==> config.mk <==
export PLATFORM = sky130hd
export DESIGN_NAME = nb_inverse_seq
export DESIGN_NICKNAME = d
export VERILOG_FILES = /design/src/rtl/nb_inverse_seq.sv
export SDC_FILE = /design/constraint.sdc
export NUM_CORES = 1
export LEC_CHECK = 0
export CORE_MARGIN = 5
export CORE_UTILIZATION = 55
export CTS_CLUSTER_DIAMETER = 150
export DETAILED_ROUTE_END_ITERATION = 12
export PLACE_DENSITY = 0.83
export SLEW_MARGIN = 20
export SYNTH_ARGS = -nofsm -noshare
export SYNTH_HDL_FRONTEND = slang
export SYNTH_SLANG_ARGS = --single-unit
==> constraint.sdc <==
create_clock -name clk -period 4.8 [get_ports clk]
set_input_delay 0.96 -clock clk [delete_from_list [all_inputs] [get_ports clk]]
set_output_delay 0.96 -clock clk [all_outputs]
set_load 0.01 [all_outputs]
==> src/rtl/nb_inverse_seq.sv <==
module nb_inverse_seq #(
  parameter int N = 5
) (
  input  logic         clk,
  input  logic         rst_n,
  input  logic         start,
  input  logic [N-1:0] a,
  output logic [N-1:0] res,
  output logic         done,
  output logic         err,
  output logic         mul_start,
  output logic [N-1:0] mul_x,
  output logic [N-1:0] mul_y,
  input  logic         mul_done,
  input  logic [N-1:0] mul_p
);

  localparam int MW = $clog2(N) + 1;
  localparam int TOP = $clog2(N) - 1;
  localparam logic [MW-1:0] MV = MW'(N - 1);
  localparam logic [MW-1:0] SH0 = MV << (MW - TOP);

  typedef enum logic [1:0] {S_IDLE, S_NEXT, S_SQR, S_WAIT} st_t;
  st_t st;

  logic [N-1:0]  acc, tmp, opa;
  logic [MW-1:0] k, cnt, idx, pat;
  logic          addph;

  function automatic logic [N-1:0] rotl(input logic [N-1:0] v);
    return {v[N-2:0], v[N-1]};
  endfunction

  assign mul_x = tmp;
  assign mul_y = addph ? opa : acc;

  always_ff @(posedge clk) begin
    if (!rst_n) begin
      st <= S_IDLE;
      acc <= '0; tmp <= '0; opa <= '0;
      k <= '0; cnt <= '0; idx <= '0; pat <= '0;
      addph <= 1'b0;
      res <= '0; done <= 1'b0; err <= 1'b0; mul_start <= 1'b0;
    end else begin
      done <= 1'b0;
      case (st)
        S_IDLE: if (start) begin
          if (a == '0) begin
            res <= '0;
            err <= 1'b1;
            done <= 1'b1;
          end else begin
            opa <= a;
            acc <= a;
            k <= MW'(1);
            idx <= MW'(TOP);
            pat <= SH0;
            st <= S_NEXT;
          end
        end
        S_NEXT: begin
          if (idx == '0) begin
            res <= rotl(acc);
            err <= 1'b0;
            done <= 1'b1;
            st <= S_IDLE;
          end else begin
            tmp <= acc;
            cnt <= k;
            addph <= 1'b0;
            st <= S_SQR;
          end
        end
        S_SQR: begin
          if (cnt != '0) begin
            tmp <= rotl(tmp);
            cnt <= cnt - 1'b1;
          end else begin
            mul_start <= 1'b1;
            st <= S_WAIT;
          end
        end
        S_WAIT: begin
          mul_start <= 1'b0;
          if (mul_done) begin
            acc <= mul_p;
            if (!addph && pat[MW-1]) begin
              k <= k << 1;
              tmp <= mul_p;
              cnt <= MW'(1);
              addph <= 1'b1;
              st <= S_SQR;
            end else begin
              k <= addph ? k + 1'b1 : k << 1;
              addph <= 1'b0;
              idx <= idx - 1'b1;
              pat <= pat << 1;
              st <= S_NEXT;
            end
          end
        end
        default: st <= S_IDLE;
      endcase
    end
  end

  p_zero_input_r3: assert property (@(posedge clk) disable iff (!rst_n)
    (st == S_IDLE && start && a == '0) |=> (done && err && res == '0 && !mul_start));

  p_req_pulse_r5: assert property (@(posedge clk) disable iff (!rst_n)
    mul_start |=> !mul_start);

  p_operands_hold_r5: assert property (@(posedge clk) disable iff (!rst_n)
    (st == S_WAIT && !mul_done) |=> ($stable(mul_x) && $stable(mul_y)));

  p_result_hold_r7: assert property (@(posedge clk) disable iff (!rst_n)
    !done |-> ($stable(res) && $stable(err)));

  p_idle_quiet_r6: assert property (@(posedge clk) disable iff (!rst_n)
    (st == S_IDLE) |-> !mul_start);

  p_done_no_req_r4: assert property (@(posedge clk) disable iff (!rst_n)
    done |-> !mul_start);

endmodule

# Word level (Yosys, flattened, before mapping)
# Index checks and enable logic that the tools add are counted.
[word_totals] register_bits=42 word_cells=105 out_inout_bits=18 in_bits=14
[op_classes] n_mux=56 n_bitwise=1 addsub=3 n_reduce_logical=19 eq_ne=13
[ops] op="4-bit 2-to-1 mux" count=17
[ops] op="5-bit 2-to-1 mux" count=11
[ops] op="4-bit case mux with 2 select lines" count=3
[ops] op="2-bit inequality test, second input constant" count=10
[ops] op="5-bit case mux with 2 select lines" count=2
[ops] op="5-bit case mux with 3 select lines" count=1
[ops] op="2-bit 2-to-1 mux" count=6
[ops] op="4-bit case mux with 3 select lines" count=1
[ops] op="4-bit AND reduction" count=3
[ops] op="1-bit 2-to-1 mux" count=10
[ops] op="5-bit AND reduction" count=2
[ops] op="1-bit case mux with 2 select lines" count=4
[ops] op="2-bit case mux with 4 select lines" count=1
[ops] op="2-bit nonzero test" count=4
[ops] op="4-bit by 1-bit subtractor with 4-bit output, second input constant" count=2
[ops] op="3-bit AND reduction" count=2
[ops] op="5-bit zero test" count=1
[ops] op="4-bit by 1-bit adder with 4-bit output, second input constant" count=1
[ops] op="2-bit equality test, second input constant" count=2
[ops] op="4-bit zero test" count=1
[ops] op="4-bit nonzero test" count=1
[ops] op="3-bit nonzero test" count=1
[ops] op="2-bit by 1-bit equality test with 1-bit output, second input constant" count=1
[ops] op="2-bit zero test" count=1
[ops] op="other kinds (4)" count=4

# Depth between registers and ports, before layout
# Gate-level depths: netlist of run 1.
[depth] word_depth=5 depth_mapped=8 depth_no_buf=6

# Least setup slack after synthesis of run 1
# OpenSTA, ideal clock, no wires.
[synth_path] path_kind="input to register" startpoint="input a[3]" endpoint="register idx[3]" path_stages=4 setup_time_ns=0.121 t_required_ns=4.679 setup_slack_ns=2.600 path_buffers=0 arrival_ns=2.079 path_cell_list="or3b_2 -> o211a_1 -> nand3_1 -> mux2_2"
[synth_via] elab_chain_cells=3
[synth_rtl] item="start: declaration" line_no="7" text="input logic [N-1:0] a,"
[synth_rtl] item="5-bit zero test" line_no="48" text="if (a == '0) begin"
[synth_rtl] item="2-bit inequality test (no source line)"
[synth_rtl] item="5-bit AND reduction (no source line)"
[synth_rtl] item="end signal: assignment" line_no="56" text="idx <= MW'(TOP);"
[synth_rtl] item="end signal: assignment" line_no="96" text="idx <= idx - 1'b1;"
[synth_rtl] item="end: declaration" line_no="27" text="logic [MW-1:0] k, cnt, idx, pat;"
# Every way passes these cells.
# A chain may end at the register's enable or synchronous reset.

==> results of run 1 <==
==> state kept, by name (all words and copies together), names as in the netlist <==
register and count:
st 2, done 1, res 5, mul_x 5, cnt 4, mul_start 1, acc 5, err 1
k 4, idx 4
==> logic make-up (layout without fill, tap and decap cells) <==
| group | count (synthesis) | count (layout) | synth area share (%) |
|---|---|---|---|
| and+or+nand+nor | 80 | 80 | 25.2 |
| AOI/OAI and AO/OA | 62 | 62 | 23.2 |
| DFF | 32 | 32 | 35.2 |
| buffers and inverters | 20 | 49 | 4.81 |
| muxes | 10 | 10 | 5.57 |
| adders and majority gates | 8 | 8 | 5.50 |
| xor gates and xnor gates | 1 | 1 | 0.482 |
==> critical path, cell delays in order <==
cell	delay, ns
clkdlybuf4s50_1	0.68
nor3b_1	0.27
a22oi_1	0.56
nor2_1	0.08
mux2_2	0.28
==> layout make-up <==
type,instances,area (um2)
Clock inverter,2,35.0
Clock buffer,6,41.3
Tap cell,44,55.1
Timing Repair Buffer,31,310
Fill cell,274,892
Sequential cell,32,641
Multi-Input combinational cell,161,1090
Inverter,10,37.5
==> power groups by stage <==
stage	logic (W)	registers, W	clock network [W]
floorplan	0.000181	0.000350	0
CTS	0.000281	0.000345	0.000208
finish	0.000282	0.000345	0.000205
global placement	0.000276	0.000351	0
global route	0.000313	0.000351	0.000223
detailed placement	0.000278	0.000351	0
==> through the flow <==
step                hold WS (ns)  std cells  power [W]  instance area [um2]  setup slack (ns)
floorplan                  0.449        213   0.000531                 1820              2.60
global placement           0.452        278   0.000627                 2130              1.91
detailed placement         0.450        278   0.000629                 2130              1.88
CTS                        0.465        286   0.000834                 2210              2.25
global route               0.501        286   0.000887                 2210              2.06
finish                     0.461        286   0.000832                 2210              2.21
==> layout by cell type (no fill, tap or decap), drive strengths merged, types with 3 or more instances in the layout <==
cell type      count
dfxtp             32
clkdlybuf4s50     31
nand3             16
nand2             15
nor2              15
a21oi             14
o21ai             12
inv                9
mux2i              9
nor2b              8
ha                 8
a311oi             7
a22oi              6
a211oi             6
clkbuf             6
nand2b             5
a31oi              5
and3b              4
nor3               3
nor3b              3
o211ai             3
==> path summary, 6_finish.rpt <==
check / from / end / slack, ns / depth (start not counted)
setup / recovery: rst_n / idx[3] / 2.21 / 5
setup reg to reg: st[1] / cnt[0] / 2.27 / 5
hold / removal: err / err / 0.46 / 2
hold reg to reg: err / err / 0.46 / 2
==> layer usage <==
| metal | track usage [%] | up-vias | part of all wire (%) |
|---|---|---|---|
| met3 | 3.99 | 9 | 3.4 |
| met1 | 28.2 | 809 | 47 |
| li1 | - | 848 | - |
| met4 | 7.85 | 0 | 2.2 |
| met2 | 34.1 | 42 | 47 |
| met5 | 0 | - | 0 |
==> impl_metrics.yaml, run 1 <==
detailed_routing:
  firstDrtPassIters: 4
  drc: 0
  antenna_left: 0
  vias: 1708
  drt-vias-per-instance: 5.97
  wirelength_mm: 4.36
  wl_per_cell_um: 15.2
  drt_iter0_drc: 95
cts:
  post_cts_buffers: 0
  cts_tree: "yes"
  cts-root-buf: "clkbuf_4"
  htree_num_levels: 2
  clockBufferDepth: 2
  cts_resized: 0
  clkTransAtPathRegs_ns: 0.10
  clkLatencyLatePin_ns: 0.34
  hold_buffers: 0
  cts.sinks: 32
  cts_buffers: 5
yosys:
  ys_warn_count: 0
  synth_top_area_cell: "dfxtp_1"
  synthArstFlopShare_pct: 0
  syn-cell-area_um2: 1820
  avgSynthCellArea_um2: 8.54
  synth_flop_cell: "dfxtp_1"
  synth_most_common_cell: "dfxtp_1"
  ys_top_cells_by_area: "dfxtp_1 35%, ha_1 5.5%, mux2i_1 5.0%"
  yosysTopAreaCellShare_pct: 35.2
  ys_seq_area_share_pct: 35.2
  syn-instance-count: 213
  synthTopCellsByCount: "32 x dfxtp_1, 16 x nand3_1, 15 x nand2_1"
  synthDistinctLibCells: 45
  syn-num-nets: 235
  synth-edff-count: 0
  synth-seq-cells: 32
sta:
  tightest_slew_ns: 1.05
  finalClockSkew_ns: 0.0123
  fmax_mhz: 385
  finalHoldViolations: 0
  finalSetupViolCount: 0
  fin_crit_ns: 2.59
  finalCritPeriodShare_pct: 54.0
  fin_tns_setup_ns: 0
  slew_viol_final: 0
  rsz0062_at_grt: "false"
  maxSlewHeadroom_pct: 29.9
pwr:
  sw_frac_of_total_pct: 34.5
  pwr-share-comb_pct: 33.9
  pwr-share-clk_pct: 24.6
  power_switching_w: 0.000287
  intPower_w: 0.000545
  seqPwrFrac_pct: 41.5
  p_per_area_nw_per_um2: 376
  leakagePower_nw: 0.783
  ir_worst_vdd_uv: 216
global_routing:
  grt-ovfl-total: 0
  grt_pass1_vias: 1534
  grt_pass1_wl_mm: 7.28
  grt_max_degree: 25
  grtUsageTotal_pct: 21.3
  antenna_found_initial: 0
place:
  routabilityCongestion: 0.817
  port_buffers: 31
  dpl.hpwl_mm: 3.12
min_path:
  hold_path.class: "reg2reg"
final_layout:
  final_core_util_pct: 71.3
  fin_nets: 263
  diodes: 0
  final_layout_size_suffix_gt1_share_pct: 7.44
  syn2layout_area_growth_pct: 21.5
critical_path:
  criticalPathCategory: "in2reg"
  critPathCaptureType: "register"
  worst_setup_path_start_kind: "input pin"
  cp.arrival_ns: 2.83
  required_ns: 5.03
  crit_path_max_fanout: 16
job:
  cap_violations: 0
run_status:
  status: "completed"
floorplanning:
  io_pins: 32
  core-area_um2: 3100
  die_x_um: 67.5
  core.rowCount: 20
  chipHeight_um: 67.5
  start_util_pct: 58.6
  dieArea_um2: 4560
(Power assumes the default switching activity.)
==> inputs of run 2 (changes only) <==
CORE_UTILIZATION = 52   (was 55)
PLACE_DENSITY = 0.79   (was 0.83)
clock period = 2.6 ns   (was 4.8 ns; I/O delays follow)
==> impl_metrics.yaml, run 2 (synthesized netlist as in run 1, its figures left out) <==
critical_path:
  worstReg2RegEnd: "mul_x[2]"
  crit_path_max_fanout: 7
  r2r-start: "st[1]"
  cp.arrival_ns: 2.26
  cp.buffers_inverters: 1
  r2r_cells: 7
  worst_setup_path_start_kind: "input pin"
  crit_slowest_cell: "or3b_2"
  ff2ff_setup_slack_ns: 0.60
  cp.depth: 5
  crit_family: "simple AND/OR/NAND/NOR gates"
  criticalPathCategory: "in2reg"
  required_ns: 2.84
  critPathCaptureType: "register"
  cpPeakStageDelay_ns: 0.52
  path_cells: "clkdlybuf4s50_1 > or3b_2 > o211a_1 > nand3_1 > mux2_2"
min_path:
  worstHoldStart: "err"
  hold_path.class: "reg2reg"
  whs_path_depth: 2
  whs_endpoint: "err"
pwr:
  pwr-share-clk_pct: 26.9
  ir_worst_vdd_uv: 382
  leakagePower_nw: 0.832
  intPower_w: 0.00108
  p_per_area_nw_per_um2: 716
  power_switching_w: 0.000558
  sw_frac_of_total_pct: 34.0
  seqPwrFrac_pct: 39.0
  pwr-share-comb_pct: 34.1
cts:
  cts_buffers: 5
  clockBufferDepth: 2
  cts_tree: "yes"
  htree_num_levels: 2
  clkTransAtPathRegs_ns: 0.11
  cts-root-buf: "clkbuf_4"
  post_cts_buffers: 0
  cts_resized: 0
  hold_buffers: 0
  clkLatencyLatePin_ns: 0.35
  cts.sinks: 32
global_routing:
  grt_max_degree: 19
  grt_pass1_vias: 1702
  grt-ovfl-total: 0
  grtUsageTotal_pct: 20.8
  antenna_found_initial: 0
  grt_pass1_wl_mm: 8.18
sta:
  setup_slack_ns: 0.584
  finalHoldViolations: 0
  timing.hold.ws_ns: 0.474
  tightest_slew_ns: 0.535
  rsz0062_at_grt: "false"
  finalClockSkew_ns: 0.00475
  fin_tns_setup_ns: 0
  fmax_mhz: 496
  maxSlewHeadroom_pct: 64.3
  finalCritPeriodShare_pct: 77.5
  slew_viol_final: 0
  finalSetupViolCount: 0
  fin_crit_ns: 2.02
floorplanning:
  start_util_pct: 54.1
  chipHeight_um: 69.2
  dieArea_um2: 4780
  core-area_um2: 3360
  io_pins: 32
  die_x_um: 69.2
  core.rowCount: 21
detailed_routing:
  antenna_left: 0
  wl_per_cell_um: 16.3
  firstDrtPassIters: 4
  drc: 0
  drt-vias-per-instance: 5.98
  drt_iter0_drc: 145
  wirelength_mm: 4.84
  vias: 1771
place:
  place_area_um2: 2200
  dpl.hpwl_mm: 3.47
  port_buffers: 31
  dp_slack_ns: 0.235
  routabilityCongestion: 0.853
  dp_cells: 288
final_layout:
  fin_nets: 271
  nFillCells: 306
  stdcell_area_um2: 2290
  final_cell_mix: "32 x dfxtp_1, 31 x clkdlybuf4s50_1, 16 x nand3_1, 15 x nand2_1"
  diodes: 0
  syn2layout_area_growth_pct: 26.0
  final_cells: 296
  final_layout_size_suffix_gt1_share_pct: 10.8
  final_common_cell: "dfxtp_1"
run_status:
  status: "completed"
job:
  cap_violations: 0
[run 2: changes by cell type in the layout (fill, tap and decap cells not counted), sizes merged]
cell    previous run  this run
buf                0         8
clkbuf             6         7
clkinv             2         1
[run 2: worst max-delay path by stage]
| stage | start | end | slack [ns] |
|---|---|---|---|
| global route | st[1] | mul_x[0] | 0.37 |
| detailed placement | a[3] | idx[3] | 0.23 |
| global placement | a[3] | idx[3] | 0.26 |
| finish | a[3] | idx[3] | 0.58 |
| floorplan | st[0] | cnt[0] | 0.74 |
| CTS | a[3] | idx[3] | 0.60 |
[run 2: power groups by stage]
stage,clock [W],sequential (W),combinational [W]
floorplan,0,0.000647,0.000334
finish,0.000441,0.000640,0.000559
global route,0.000467,0.000652,0.000615
global placement,0,0.000647,0.000537
detailed placement,0,0.000647,0.000548
CTS,0.000443,0.000638,0.000555
[run 2: layout make-up]
cell class	instances	area [um2]	area share, %
clock buffers	7	65.1	2.84
multi-input cells	161	1090	47.6
repair buffers	39	370	16.2
clock inverters	1	30.0	1.31
well taps	46	57.6	2.51
flip-flops and latches	32	641	27.9
inverters	10	37.5	1.64
[run 2: through the flow]
step / total power, W / utilization [%]
5_1_grt: 0.00173 / 68.2
4_1_cts: 0.00164 / 68.2
3_5_place_dp: 0.00120 / 65.3
3_3_place_gp: 0.00118 / 65.3
2_1_floorplan: 0.000981 / -
6_report: 0.00164 / 68.2
[run 2: worst register-to-register path, stage by stage (launching register included)]
cell,delay (ns)
dfxtp_1,0.39
inv_1,0.07
ha_1,0.29
and4bb_4,0.29
nor4b_4,0.25
buf_4,0.27
nor2_1,0.09
a311oi_1,0.26
[run 2: metal layers]
metal / global-route usage [%] / part of all wire [%]
met2: 32.0 / 47
met4: 8.89 / 1.8
met1: 28.2 / 44
met5: 0 / 0
met3: 4.07 / 7.4
==> inputs of run 3 (changes only) <==
CORE_UTILIZATION = 47   (was 52)
PLACE_DENSITY = 0.75   (was 0.79)
clock period = 1.7 ns   (was 2.6 ns; I/O delays follow)
==> impl_metrics.yaml, run 3 (synthesized netlist as in run 1, its figures left out) <==
critical_path:
  crit_end: "cnt[2]"
  worstSetupStartpoint: "st[1]"
  r2r-start: "st[1]"
  crit_path_max_fanout: 7
  cp.arrival_ns: 2.00
  criticalPathCategory: "reg2reg"
  ff2ff_setup_slack_ns: -0.12
  worstReg2RegEnd: "cnt[2]"
  worst_setup_path_start_kind: "register"
  r2r_cells: 8
  required_ns: 1.88
  critPathCaptureType: "register"
floorplanning:
  start_util_pct: 49.0
  io_pins: 32
  die_x_um: 72.2
  core-area_um2: 3720
  core.rowCount: 22
  chipHeight_um: 72.2
  dieArea_um2: 5220
sta:
  finalHoldViolations: 0
  finalClockSkew_ns: 0.00743
  finalCritPeriodShare_pct: 107
  maxSlewHeadroom_pct: 66.3
  fin_crit_ns: 1.82
  finalSetupViolCount: 16
  timing.hold.ws_ns: 0.461
  rsz0062_at_grt: "true"
  fmax_mhz: 550
  setup_slack_ns: -0.117
  tightest_slew_ns: 0.501
  slew_viol_final: 0
detailed_routing:
  drt_iter0_drc: 113
  firstDrtPassIters: 4
  vias: 1942
  wirelength_mm: 5.63
  drt-vias-per-instance: 5.76
  wl_per_cell_um: 16.7
  antenna_left: 0
  drc: 0
final_layout:
  final_common_cell: "buf_4"
  diodes: 0
  final_layout_size_suffix_gt1_share_pct: 32.2
  final_cell_mix: "41 x buf_4, 31 x clkdlybuf4s50_1, 28 x dfxtp_1, 16 x nand3_1, 14 x nand2_1"
  syn2layout_area_growth_pct: 52.1
  fin_nets: 313
place:
  port_buffers: 31
  routabilityCongestion: 0.876
  dp_slack_ns: -0.348
  dpl.hpwl_mm: 3.94
cts:
  cts.sinks: 32
  cts-root-buf: "clkbuf_8"
  cts_buffers: 5
  clockBufferDepth: 2
  clkTransAtPathRegs_ns: 0.07
  clkLatencyLatePin_ns: 0.29
  htree_num_levels: 2
  cts_tree: "yes"
  hold_buffers: 0
min_path:
  hold_path.class: "reg2reg"
run_status:
  status: "finished, violations left"
  violations: "negative setup slack"
pwr:
  p_per_area_nw_per_um2: 1010
  leakagePower_nw: 1.06
  ir_worst_vdd_uv: 782
global_routing:
  grtUsageTotal_pct: 22.2
  grt_pass1_wl_mm: 8.98
  grt_pass1_vias: 1918
  grt-ovfl-total: 0
  grt_max_degree: 16
  antenna_found_initial: 0
job:
  cap_violations: 0
==> run 3: cell types whose count changed in the layout (fill, tap and decap cells not counted), sizes merged <==
cell    before  now
buf          8   50
clkbuf       7    5
bufinv       1    0
==> run 3: how the worst min path moves through the flow <==
stage / start / to / cells after the start
final: err / err / 2
after global routing: k[3] / k[3] / 2
after CTS: err / err / 2
after detailed placement: err / err / 2
after global placement: err / err / 2
after floorplan: k[3] / k[3] / 2
==> run 3: metal layers <==
metal / track usage, % / share of wire [%] / vias up
li1: - / - / 938
met1: 27.8 / 44 / 919
met2: 37.0 / 47 / 72
met3: 5.40 / 7.1 / 13
met4: 7.72 / 1.8 / 0
met5: 0 / 0 / -
==> run 3: final cells by class <==
type                       instances  area, um2
clock buffer                       5       68.8
timing repair buffer              81        741
inverter                          10       40.0
tap                               48       60.1
fill                             287        950
multi-input combinational        161       1210
sequential                        32        648
==> run 3: what timing repair did <==
item                                    in CTS  in global routing
buffers inserted                             8                  1
pin swaps                                    5                  5
gates resized for setup                     14                 20
endpoints found under the setup margin      20                 29
==> run 3: critical path, cell delays in order (launching register included) <==
cell and delay, ns:
dfxtp_4 0.36, buf_6 0.11, ha_4 0.14, and4bb_2 0.25
nor4b_4 0.33, buf_12 0.17, buf_6 0.09, a21oi_2 0.04
a31o_2 0.21
==> run 3: report_power, final <==
group / switching, W / total (W) / leakage, nW / internal, W
clock network: 0.000282 / 0.000546 / 0.0359 / 0.000264
logic: 0.000591 / 0.00127 / 0.760 / 0.000676
registers: 0.000112 / 0.000978 / 0.264 / 0.000866
total: 0.000984 / 0.00279 / 1.06 / 0.00181
==> run 3: stage by stage <==
step	instance area [um2]	total power [W]	cells	setup TNS (ns)	utilization [%]
4_1_cts	2680	0.00267	336	-0.267	72.1
3_5_place_dp	2490	0.00201	323	-6.68	67.1
2_1_floorplan	1850	0.00152	213	-0.367	-
6_report	2770	0.00279	337	-1.06	74.4
5_1_grt	2770	0.00294	337	-1.90	74.4
3_3_place_gp	2490	0.00199	323	-5.75	67.1
